$ cat config.mk
export PLATFORM = sky130hd
export DESIGN_NAME = store_drain_queue
export DESIGN_NICKNAME = d
export VERILOG_FILES = /design/src/rtl/sdq_pkg.sv /design/src/rtl/sdq_ctrl.sv /design/src/rtl/sdq_data.sv /design/src/rtl/store_drain_queue.sv
export SDC_FILE = /design/constraint.sdc
export NUM_CORES = 1
export LEC_CHECK = 0
export ABC_AREA = 1
export CORE_MARGIN = 1.5
export CORE_UTILIZATION = 45
export DETAILED_ROUTE_END_ITERATION = 10
export PLACE_DENSITY_LB_ADDON = 0.1
export SYNTH_ARGS = -nofsm -noshare
export SYNTH_HDL_FRONTEND = slang
export SYNTH_HIERARCHICAL = 1
export SYNTH_SLANG_ARGS = --single-unit
$ cat constraint.sdc
create_clock -name clk -period 5 [get_ports clk]
set_input_delay 1 -clock clk [delete_from_list [all_inputs] [get_ports clk]]
set_output_delay 1 -clock clk [all_outputs]
set_load 0.03 [all_outputs]
$ cat src/rtl/sdq_pkg.sv
package sdq_pkg;
  // strobes sent from the control to the datapath
  typedef struct packed {
    logic push;  // write the store into the tail slot
    logic pop;   // head slot accepted by memory
  } sdq_strobe_t;
endpackage

$ cat src/rtl/sdq_ctrl.sv
module sdq_ctrl #(
  parameter int DEPTH = 4,
  localparam int PW = $clog2(DEPTH),
  localparam int CW = $clog2(DEPTH + 1)
) (
  input  logic                 clk,
  input  logic                 rstN,
  input  logic                 stReq,
  input  logic                 memAck,
  output sdq_pkg::sdq_strobe_t strb,
  output logic [PW-1:0]        wrIdx,
  output logic [PW-1:0]        hdIdx,
  output logic [CW-1:0]        occ,
  output logic                 stStall,
  output logic                 memReq,
  output logic                 emptyOut
);
  logic isFull;
  logic isEmpty;

  function automatic logic [PW-1:0] nextIdx(input logic [PW-1:0] p);
    return (p == PW'(DEPTH - 1)) ? '0 : p + PW'(1);
  endfunction

  always_comb begin
    isFull    = (occ == CW'(DEPTH));
    isEmpty   = (occ == '0);
    strb.pop  = !isEmpty && memAck;
    strb.push = stReq && (!isFull || strb.pop);
    stStall   = stReq && !strb.push;
    memReq    = !isEmpty;
    emptyOut  = isEmpty;
  end

  always_ff @(posedge clk) begin
    if (!rstN) begin
      wrIdx <= '0;
      hdIdx <= '0;
      occ   <= '0;
    end else begin
      if (strb.push) wrIdx <= nextIdx(wrIdx);
      if (strb.pop)  hdIdx <= nextIdx(hdIdx);
      if (strb.push && !strb.pop)      occ <= occ + CW'(1);
      else if (strb.pop && !strb.push) occ <= occ - CW'(1);
    end
  end


  occ_bound_chk: assert property (@(posedge clk) disable iff (!rstN)
    occ <= CW'(DEPTH));


  stall_hold_chk: assert property (@(posedge clk) disable iff (!rstN)
    stStall |=> $stable(occ));


  one_pop_chk: assert property (@(posedge clk) disable iff (!rstN)
    (strb.pop && !strb.push) |=> (occ == $past(occ) - CW'(1)));


  idle_ack_chk: assert property (@(posedge clk) disable iff (!rstN)
    (isEmpty && memAck && !stReq) |=> (occ == '0));
endmodule

$ cat src/rtl/sdq_data.sv
module sdq_data #(
  parameter int DEPTH = 4,
  parameter int AW = 16,
  parameter int DW = 32,
  localparam int PW = $clog2(DEPTH),
  localparam int CW = $clog2(DEPTH + 1)
) (
  input  logic                 clk,
  input  logic                 rstN,
  input  sdq_pkg::sdq_strobe_t strb,
  input  logic [PW-1:0]        wrIdx,
  input  logic [PW-1:0]        hdIdx,
  input  logic [CW-1:0]        occ,
  input  logic [AW-1:0]        stAddr,
  input  logic [DW-1:0]        stData,
  input  logic [AW-1:0]        rdAddr,
  output logic [AW-1:0]        memAddr,
  output logic [DW-1:0]        memData,
  output logic                 rdHit,
  output logic [DW-1:0]        rdData
);
  logic [AW-1:0] addrQ [DEPTH];
  logic [DW-1:0] dataQ [DEPTH];

  // slot holding the entry of the given age (0 = oldest)
  function automatic logic [PW-1:0] ageIdx(input logic [PW-1:0] hd, input int age);
    int pos;
    pos = int'(hd) + age;
    if (pos >= DEPTH) pos = pos - DEPTH;
    return PW'(pos);
  endfunction

  always_ff @(posedge clk) begin
    if (!rstN) begin
      for (int i = 0; i < DEPTH; i++) begin
        addrQ[i] <= '0;
        dataQ[i] <= '0;
      end
    end else if (strb.push) begin
      addrQ[wrIdx] <= stAddr;
      dataQ[wrIdx] <= stData;
    end
  end

  assign memAddr = addrQ[hdIdx];
  assign memData = dataQ[hdIdx];

  // walk from oldest to youngest so a later match overrides an earlier one
  always_comb begin
    rdHit  = 1'b0;
    rdData = '0;
    for (int i = 0; i < DEPTH; i++) begin
      if ((CW'(i) < occ) && (addrQ[ageIdx(hdIdx, i)] == rdAddr)) begin
        rdHit  = 1'b1;
        rdData = dataQ[ageIdx(hdIdx, i)];
      end
    end
  end


  head_hold_chk: assert property (@(posedge clk) disable iff (!rstN)
    ((occ != '0) && !strb.pop) |=> ($stable(memAddr) && $stable(memData)));


  fwd_valid_chk: assert property (@(posedge clk) disable iff (!rstN)
    rdHit |-> (occ != '0));
endmodule

$ cat src/rtl/store_drain_queue.sv
module store_drain_queue #(
  parameter int DEPTH = 4,
  parameter int AW = 16,
  parameter int DW = 32
) (
  input  logic          clk,
  input  logic          rstN,
  input  logic          stReq,
  input  logic [AW-1:0] stAddr,
  input  logic [DW-1:0] stData,
  output logic          stStall,
  input  logic [AW-1:0] rdAddr,
  output logic          rdHit,
  output logic [DW-1:0] rdData,
  output logic          memReq,
  output logic [AW-1:0] memAddr,
  output logic [DW-1:0] memData,
  input  logic          memAck,
  output logic          emptyOut
);
  localparam int PW = $clog2(DEPTH);
  localparam int CW = $clog2(DEPTH + 1);

  sdq_pkg::sdq_strobe_t strb;
  logic [PW-1:0] wrIdx;
  logic [PW-1:0] hdIdx;
  logic [CW-1:0] occ;

  sdq_ctrl #(.DEPTH(DEPTH)) u_ctrl (
    .clk(clk), .rstN(rstN), .stReq(stReq), .memAck(memAck),
    .strb(strb), .wrIdx(wrIdx), .hdIdx(hdIdx), .occ(occ),
    .stStall(stStall), .memReq(memReq), .emptyOut(emptyOut)
  );

  sdq_data #(.DEPTH(DEPTH), .AW(AW), .DW(DW)) u_data (
    .clk(clk), .rstN(rstN), .strb(strb), .wrIdx(wrIdx), .hdIdx(hdIdx),
    .occ(occ), .stAddr(stAddr), .stData(stData), .rdAddr(rdAddr),
    .memAddr(memAddr), .memData(memData), .rdHit(rdHit), .rdData(rdData)
  );


  empty_req_chk: assert property (@(posedge clk) disable iff (!rstN)
    emptyOut |-> !memReq);
endmodule

### Word-level counts from Yosys, hierarchy flattened

Memory sizes are Yosys's and may differ from the RTL's. A register that Yosys moved wholly into a read port is not among the register bits.
Index checks and enable logic that the tools add are counted.

| word-level totals | value |
|---|---|
| register bits | 7 |
| bits in writable memories | 192 |
| output and inout bits | 84 |
| logic and storage cells | 83 |
| memories kept | 2 |

Memory list:

| memory | words | width | rd ports | clocked after memory_dff | wr ports | RTL line | RTL |
|---|---|---|---|---|---|---|---|
| u_data.dataQ | 4 | 32 | 5 | 1 | 4 | sdq_data.sv:23 | `logic [DW-1:0] dataQ [DEPTH];` |
| u_data.addrQ | 4 | 16 | 5 | 1 | 4 | sdq_data.sv:22 | `logic [AW-1:0] addrQ [DEPTH];` |

| operators by class | value |
|---|---|
| $add $sub $neg | 11 |
| equal/unequal tests | 7 |
| muxes and demuxes | 34 |
| magnitude comparators | 8 |
| reductions and logical operators | 18 |

Operator list:

| operator | number |
|---|---|
| 32-bit 2-to-1 mux | 5 |
| 16-bit equality test | 4 |
| 2-bit 2-to-1 mux | 16 |
| 32-bit OR reduction | 1 |
| 16-bit 2-to-1 mux | 1 |
| 16-bit OR reduction | 1 |
| 1-bit 2-to-1 mux | 10 |
| 3-bit >= comparator, second input constant | 3 |
| 1-bit logical AND | 9 |
| 2-bit by 1-bit subtractor with 2-bit output, second input constant | 4 |
| 2-bit by 2-bit adder with 3-bit output, second input constant | 2 |
| 1-bit by 3-bit < comparator with 1-bit output, first input constant | 2 |
| 2-bit by 3-bit < comparator with 1-bit output, first input constant | 2 |
| 3-bit 2-to-1 mux | 2 |
| 2-bit by 1-bit adder with 2-bit output, second input constant | 2 |
| 2-bit equality test, second input constant | 2 |
| 1-bit logical NOT | 4 |
| 2-bit by 1-bit adder with 3-bit output, second input constant | 1 |
| 3-bit by 1-bit adder with 3-bit output, second input constant | 1 |
| 3-bit equality test, second input constant | 1 |
| 2-bit by 3-bit >= comparator with 1-bit output, second input constant | 1 |
| 3-bit logical NOT | 1 |
| 3-bit by 1-bit subtractor with 3-bit output, second input constant | 1 |
| 2-bit nonzero test | 1 |
| 1-bit logical OR | 1 |

### Logic depth before layout (Yosys ltp)

Gate-level depths: netlist (run 1).
An unclocked memory read counts as a cell.

| depth | value |
|---|---|
| word-level depth | 11 |
| mapped depth | 20 |

### Modules after synthesis

Netlist (run 1), hierarchy kept.

By module, submodules not included:

| module | instances | cells each | area an instance (µm²) | sequential area each (µm²) |
|---|---|---|---|---|
| sdq_data | 1 | 2,172 | 14,131.1 | 5,765.5 |
| sdq_ctrl | 1 | 58 | 412.9 | 140.1 |

### Least setup slack after synthesis (run 1)

No wires, ideal clock.

| timing path | value |
|---|---|
| kind | input to register |
| start | in memAck |
| end | mem u_data.addrQ[1][0], enable pin |
| library setup time | 0.583 ns |
| slack | 1.442 ns |
| arrival time | 2.976 ns |
| cell stages on the path | 8 |
| required time | 4.417 ns |
| cell sequence | nor2_2 > a21oi_1 > nand2_1 > nor2_1 > nand2_1 > clkbuf_1 > clkbuf_1 > nand2_1 |

RTL lines:

| what | RTL line | RTL |
|---|---|---|
| start, declared | store_drain_queue.sv:18 | `input logic memAck,` |
| end, declared | sdq_data.sv:22 |  |

### Worst setup path after layout (run 1)

| timing path | value |
|---|---|
| start | reg u_ctrl.hdIdx[0] |
| end | out rdData[23] |

| between the ends | value |
|---|---|
| cells in the longest elaborated chain, start to end | 9 |
| elaborated cells on any way between the ends | 33 |

RTL lines:

| what | RTL line | RTL |
|---|---|---|
| start, declared | sdq_ctrl.sv:12 | `output logic [PW-1:0] hdIdx,` |
| start signal, assigned | sdq_ctrl.sv:42 | `if (strb.pop) hdIdx <= nextIdx(hdIdx);` |
| 2-bit by 1-bit adder with 3-bit output, or another cell as far along | sdq_data.sv:28 | `pos = int'(hd) + age;` |
| 3-bit >= comparator, or another cell as far along | sdq_data.sv:29 | `if (pos >= DEPTH) pos = pos - DEPTH;` |
| 2-bit 2-to-1 mux / memory 4 x 16 bit (equally long branches) | -- |  |
| memory 4 x 16 bit / 16-bit equality test (equally long branches) | -- |  |
| 16-bit equality test / 1-bit logical AND (equally long branches) | sdq_data.sv:53 | `if ((CW'(i) < occ) && (addrQ[ageIdx(hdIdx, i)] == rdAddr)) begin` |
| 1-bit logical AND / 32-bit 2-to-1 mux (equally long branches) | sdq_data.sv:53 |  |
| 32-bit 2-to-1 mux (2 in a row) | sdq_data.sv:53 |  |
| 32-bit 2-to-1 mux * | sdq_data.sv:53 |  |
| end, declared | store_drain_queue.sv:14 | `output logic [DW-1:0] rdData,` |

Every way passes the cells marked *; elsewhere a longest branch is shown, timed or not. The select of a mux whose other input is x is not followed.

==> results of run 1 <==
-- sequential cells by signal, indices dropped and copies added (netlist names) --
name	count
u_data/dataQ	128
u_ctrl/occ	3
u_ctrl/wrIdx	2
u_ctrl/hdIdx	2
u_data/addrQ	64
-- through the flow --
step	setup slack (ns)	instance area [um^2]	hold slack, ns	cells	total power, W
2_1_floorplan	1.44	14500	0.468	2230	0.00495
3_3_place_gp	0.592	16200	0.572	2675	0.00606
3_5_place_dp	0.574	16200	0.583	2675	0.00610
4_1_cts	0.177	16800	0.593	2706	0.00761
5_1_grt	0.0231	16800	0.628	2706	0.00818
6_report	0.282	16800	0.598	2706	0.00761
-- worst min-delay path by stage --
stage                     from               to  depth (start not counted)
6_report       u_ctrl/wrIdx[1]  u_ctrl/wrIdx[1]                          2
5_1_grt        u_ctrl/wrIdx[1]  u_ctrl/wrIdx[1]                          2
4_1_cts        u_ctrl/wrIdx[1]  u_ctrl/wrIdx[1]                          2
3_5_place_dp   u_ctrl/wrIdx[1]  u_ctrl/wrIdx[1]                          2
3_3_place_gp   u_ctrl/wrIdx[1]  u_ctrl/wrIdx[1]                          2
2_1_floorplan  u_ctrl/hdIdx[1]  u_ctrl/hdIdx[1]                          2
-- critical path, cell delays in order (launching register included) --
cell	delay [ns]
dfxtp_4	0.65
inv_4	0.23
buf_4	0.31
nand2_1	0.12
nand3_1	0.10
nand3_1	0.13
o21ai_0	0.14
nor2_1	0.20
nand2_1	0.08
nor2_1	0.15
nand2_1	0.16
nor2_2	0.19
buf_4	0.29
nand3_1	0.10
nand2_1	0.08
nand2_1	0.05
nand2_1	0.09
buf_4	0.17
-- report_power, final --
group / internal (W) / switching [W]
Combinational: 0.00124 / 0.00272
Clock: 0.000846 / 0.000659
Sequential: 0.00200 / 0.000142
-- cell families (layout without fill, tap and decap cells) --
group | after synthesis | in the layout | synth area share, %
flip-flops | 199 | 199 | 40.6
AND/OR/NAND/NOR | 1249 | 1249 | 34.1
XOR/XNOR | 10 | 10 | 0.602
AO/OA/AOI/OAI | 342 | 342 | 12.1
buffers and inverters | 426 | 500 | 12.2
adder cells (fa/ha/maj) | 4 | 4 | 0.396
-- routing by layer --
metal,wire [um],global-route usage (%),part of all wire [%],vias up
met5,0,0,0,-
met4,901,8.39,2.1,0
met3,2730,3.08,6.4,67
met2,19400,43.4,46,498
met1,19400,35.3,46,6427
li1,-,-,-,7166
-- synthesized netlist by cell type --
cell and count:
inv_1 285, buf_2 43, nand2_2 2, nand2_1 744, xor2_1 10, o21ai_1 40
a21oi_1 7, nand3_1 123, ha_1 3, o21ai_0 274, fa_1 1, inv_2 4
nor2_2 3, nor3_1 48, nand3b_1 1, buf_6 7, o21a_1 2, nor2_4 2
o211ai_1 15, a21oi_2 1, and2_1 1, buf_1 17, clkbuf_1 52, or2_2 1
or2_1 3, nand4_1 4, o22ai_1 2, buf_4 18, edfxtp_1 192, nor2_1 317
dfxtp_1 7, o21ai_2 1
-- area by class of cell --
cell class / count / area share, %
clock buffers: 18 / 2.56
clock inverters: 13 / 1.16
inverters: 289 / 6.48
multi-input cells: 1605 / 41.2
flip-flops and latches: 199 / 35.2
well taps: 402 / 3.00
repair buffers: 180 / 10.4
==> reports/qor.txt, run 1 <==
final setup TNS - 0 ns
dominant cell type by area after synthesis - edfxtp_1
PwrDens - 453 nW/um^2
Clock Latency Late Sink - 0.45 ns
Syn Nets - 2,302
post-synth cell types - 32
outcome - complete, no violations
Storage cell area - 5910 um^2
type of the worst setup path - flip-flop to primary output
critical path capture point type - primary output
die area - 33,400 um^2
most frequent cells in the layout - nand2_1, nor2_1, inv_1
final antenna-violating net count - 0
DRC - 0
max_slew headroom - 22.4%
Post-CTS Setup Bufs - 0
Final Hold Viols - 0
Critical Path AT - 3.72 ns
Worst R2R Path Depth - 7
largest net degree at the start of global routing - 180
Tot GR Track Use - 26.0%
start point of the critical path - u_ctrl/hdIdx[0]
critical path launch point type - flip-flop
synthesized area - 14,500 um^2
global-route wire length before repair - 67,900 um
ANT cells - 0
RSZ-0062 raised after global routing - false
Root Buffer - clkbuf_16
Initial Util - 45.9%
Synth warnings - 6
area of the multi-input gates - 6910 um^2
share of layout cells above drive strength 1 - 5.12%
Util after Layout - 52.9%
R2R Path Start - u_ctrl/occ[0]
Area Growth Syn to Fin - 15.4%
Crit Path Max Fanout - 52
row count - 65
total wire length - 42,500 um
Tcrit/Tclk final - 94.4%
hold bufs inserted after CTS - 0
post-synth top area share - 39.6%
CP endpoint - rdData[23]
Max Fclk - 0.212 GHz
Post-Syn Instances - 2,230
Iter 0 DRT Violations - 1,216
DR WL/cell - 15.7 um
TritonCTS clock tree - done
vias after detailed routing - 14,200
vias per cell - 5.23
reg2reg end - u_data/addrQ[1][5]
HPWL after DPL - 27,900 um
syn_area_per_cell - 6.52 um^2
CTS buffer count - 17
vias in the first global route - 13,100
Req. time, crit path - 4.00 ns
# nets final - 2,364
Slew Viols, Final - 0
Worst-Margin Slew - 1.16 ns
Setup violations, final - 0
fin crit period - 4.72 ns
initial antenna violation count - 0
Initial DRT Pass Iterations - 6
clk_skew - 0.00889 ns
Filler cells - 3,159
core footprint - 31,700 um^2
Reg2Reg Setup Slack - 2.52 ns
gr ovfl total - 0
Die H - 183 um
Yosys reg bits - 199
leading cell type in the layout, fill and taps excluded - nand2_1
PostCTS Resize Cnt - 0
largest cells by area after synthesis - edfxtp_1, nand2_1, o21ai_0
sequential element share of the synthesized area - 40.6%
IO Pins - 152
port buffer count - 151
clk sinks - 199
gpl congestion - 0.936
H-tree depth - 4
clock-pin transition on the worst setup and hold timing paths - 0.08 ns
maximum clock insertion buffer count - 2
number of max-cap violations - 0
Leakage - 7.59 nW
maximum vdd drop - 0.269 mV
Die Width - 183 um
HP Class - flip-flop to flip-flop
Power figures use the tool's default switching activity.
==> run 2: changes to the inputs <==
--- a/config.mk
+++ b/config.mk
@@ -6,6 +6,7 @@
 export NUM_CORES = 1
 export LEC_CHECK = 0
 export ABC_AREA = 1
+export CAP_MARGIN = 20
 export CORE_MARGIN = 1.5
 export CORE_UTILIZATION = 45
 export DETAILED_ROUTE_END_ITERATION = 10
==> run 2 against run 1 <==
Worst setup slack improved by 0.022 ns. Total power barely moved. Non-clock buffer count rose by 1. Via count barely moved. Routed wire length rose by 0.25%. First-iteration DRC count rose by 6.8%. Design area rose by 0.16%. Die area did not move. Hold slack improved by 0.011 ns. Critical path type unchanged.
==> reports/qor.txt, run 2 (same netlist as run 1, synthesis figures left out) <==
CTS buffer count - 17 (unchanged)
Final Hold Viols - 0 (unchanged)
Sw Share - 46.3% (about the same)
R2R Path Start - u_ctrl/occ[0]
port buffer count - 151 (unchanged)
Clock Latency Late Sink - 0.45 ns (about the same)
core footprint - 31,700 um^2 (unchanged)
Tcrit/Tclk final - 93.9% (-0.44 points)
Reg2Reg Setup Slack - 2.46 ns (-0.06 ns)
power share of the combinational group - 52.1% (about the same)
RSZ-0062 raised after global routing - false
Leakage - 7.60 nW (+0.18%)
vias per cell - 5.23 (about the same)
P_int - 0.00409 W (about the same)
final antenna-violating net count - 0 (unchanged)
Crit Path Max Fanout - 52 (unchanged)
clk sinks - 199 (unchanged)
vias after detailed routing - 14,200 (+0.028%)
Initial DRT Pass Iterations - 6 (unchanged)
CP top delay family - simple AND/OR/NAND/NOR gates
HP Class - flip-flop to flip-flop
Top reg by flops - u_data/dataQ
Post-CTS Setup Bufs - 0 (unchanged)
Critical Path AT - 3.70 ns (-0.02 ns)
CP endpoint - rdData[5]
Tot GR Track Use - 26.0% (unchanged)
# nets final - 2,365 (+0.042%)
die area - 33,400 um^2 (unchanged)
clock power share - 19.8% (about the same)
IO Pins - 152 (unchanged)
TritonCTS clock tree - done
DRC - 0 (unchanged)
clk_skew - 0.00926 ns (+0.000363 ns)
Buf+Inv Stages, Crit Path - 4 (unchanged)
final hold slack - 0.609 ns (+0.0108 ns)
top flop regs - u_data/dataQ x128, u_data/addrQ x64, u_ctrl/occ x3
type of the worst setup path - flip-flop to primary output
critical path capture point type - primary output
ANT cells - 0 (unchanged)
Switch Pwr - 0.00353 W (about the same)
start point of the critical path - u_ctrl/hdIdx[0]
fin crit period - 4.70 ns (-0.0218 ns)
share of layout cells above drive strength 1 - 5.16% (+0.041 points)
stages on the worst setup path - 17 (unchanged)
Die Width - 183 um (unchanged)
Tot Pwr - 0.00762 W (about the same)
slowest CP cell - dfxtp_4
row count - 65 (unchanged)
total wire length - 42,600 um (+0.25%)
Worst R2R Path Depth - 7 (unchanged)
number of max-cap violations - 0 (unchanged)
max incr delay on CP - 0.65 ns (about the same)
Worst-Margin Slew - 0.757 ns (-0.407 ns)
critical path launch point type - flip-flop
maximum clock insertion buffer count - 2 (unchanged)
Slew Viols, Final - 0 (unchanged)
HPWL after DPL - 27,900 um (unchanged)
gpl congestion - 0.936 (unchanged)
DR WL/cell - 15.7 um (+0.22%)
reg2reg end - u_data/addrQ[1][5]
gr ovfl total - 0 (unchanged)
number of flip-flops in the largest register - 128 (unchanged)
max_slew headroom - 49.6% (+27 points)
H-tree depth - 4 (unchanged)
Root Buffer - clkbuf_16
global-route wire length before repair - 67,900 um (unchanged)
cells along the critical path - inv_4 > buf_4 > nand2_1 > nand3_1 > nand3_1 > o21ai_0 > nor2_1 > nand2_1 > nor2_1 > nand2_1 > nor2_2 > buf_4 > nand3_1 > nand2_1 > nand2_1 > nand2_1 > buf_12
vias in the first global route - 13,100 (unchanged)
leading cell type in the layout, fill and taps excluded - nand2_1
most frequent cells in the layout - nand2_1, nor2_1, inv_1
Req. time, crit path - 4.00 ns (about the same)
Initial Util - 45.9% (unchanged)
cell mode on critical path - nand2_1
initial antenna violation count - 0 (unchanged)
clock-pin transition on the worst setup and hold timing paths - 0.08 ns (about the same)
maximum vdd drop - 0.271 mV (+0.79%)
PwrDens - 453 nW/um^2 (about the same)
register share of total power - 28.2% (about the same)
Area Growth Syn to Fin - 15.6%
Util after Layout - 53.0% (+0.087 points)
largest net degree at the start of global routing - 180 (unchanged)
Setup violations, final - 0 (unchanged)
outcome - complete, no violations
Die H - 183 um (unchanged)
final setup TNS - 0 ns (unchanged)
Max Fclk - 0.213 GHz (+0.46%)
Iter 0 DRT Violations - 1,299 (+6.8%)
[run 2: cell count changes in the layout (fill, tap and decap cells not counted)]
cell / previous run / this run
buf_16: 0 / 1
[run 2: what timing repair did]
action	4_1_cts	5_1_grt
gates resized for setup	0	2
hold buffers	0	0
hold endpoints to repair	0	0
setup endpoints to repair	0	32
[run 2: worst min path at each step]
stage / from / endpoint / slack (ns) / depth (start not counted)
after global routing: u_ctrl/wrIdx[1] / u_ctrl/wrIdx[1] / 0.63 / 2
after detailed placement: u_ctrl/wrIdx[1] / u_ctrl/wrIdx[1] / 0.58 / 2
after CTS: u_ctrl/wrIdx[1] / u_ctrl/wrIdx[1] / 0.59 / 2
final: u_ctrl/wrIdx[1] / u_ctrl/wrIdx[1] / 0.61 / 2
after floorplan: u_ctrl/hdIdx[1] / u_ctrl/hdIdx[1] / 0.47 / 2
after global placement: u_ctrl/wrIdx[1] / u_ctrl/wrIdx[1] / 0.57 / 2
[run 2: layer usage]
| metal | up-vias | part of all wire, % | track usage (%) |
|---|---|---|---|
| li1 | 7171 | - | - |
| met1 | 6438 | 46 | 35.3 |
| met2 | 481 | 46 | 43.4 |
| met3 | 72 | 6.1 | 3.08 |
| met4 | 0 | 2.1 | 8.39 |
| met5 | - | 0 | 0 |
[run 2: power by group through the flow]
stage | registers (W) | clock network, W | logic (W)
6_report | 0.00215 | 0.00151 | 0.00397
3_5_place_dp | 0.00218 | 0 | 0.00392
2_1_floorplan | 0.00210 | 0 | 0.00285
4_1_cts | 0.00215 | 0.00153 | 0.00394
3_3_place_gp | 0.00218 | 0 | 0.00388
5_1_grt | 0.00217 | 0.00160 | 0.00442
[run 2: layout make-up]
type | instances | area [um^2]
Tap cell | 402 | 503
Timing Repair Buffer | 181 | 1770
Inverter | 289 | 1090
Clock buffer | 18 | 429
Multi-Input combinational cell | 1605 | 6910
Clock inverter | 13 | 194
Fill cell | 3159 | 14900
Sequential cell | 199 | 5910
[run 2: worst reg2reg max path, cell delays in order (launching register included)]
cell and delay (ns):
dfxtp_1 0.53, nor2_4 0.11, a21oi_1 0.42, nand2_4 0.07, nor2_1 0.20, nand2_2 0.09
nand2_2 0.45, buf_12 0.30
[run 2: stage by stage]
step,instances,worst slack [ns],cell area [um^2]
2_1_floorplan,2230,1.44,14500
3_3_place_gp,2675,0.592,16200
3_5_place_dp,2675,0.574,16200
4_1_cts,2706,0.177,16800
5_1_grt,2707,0.0231,16800
6_report,2707,0.304,16800
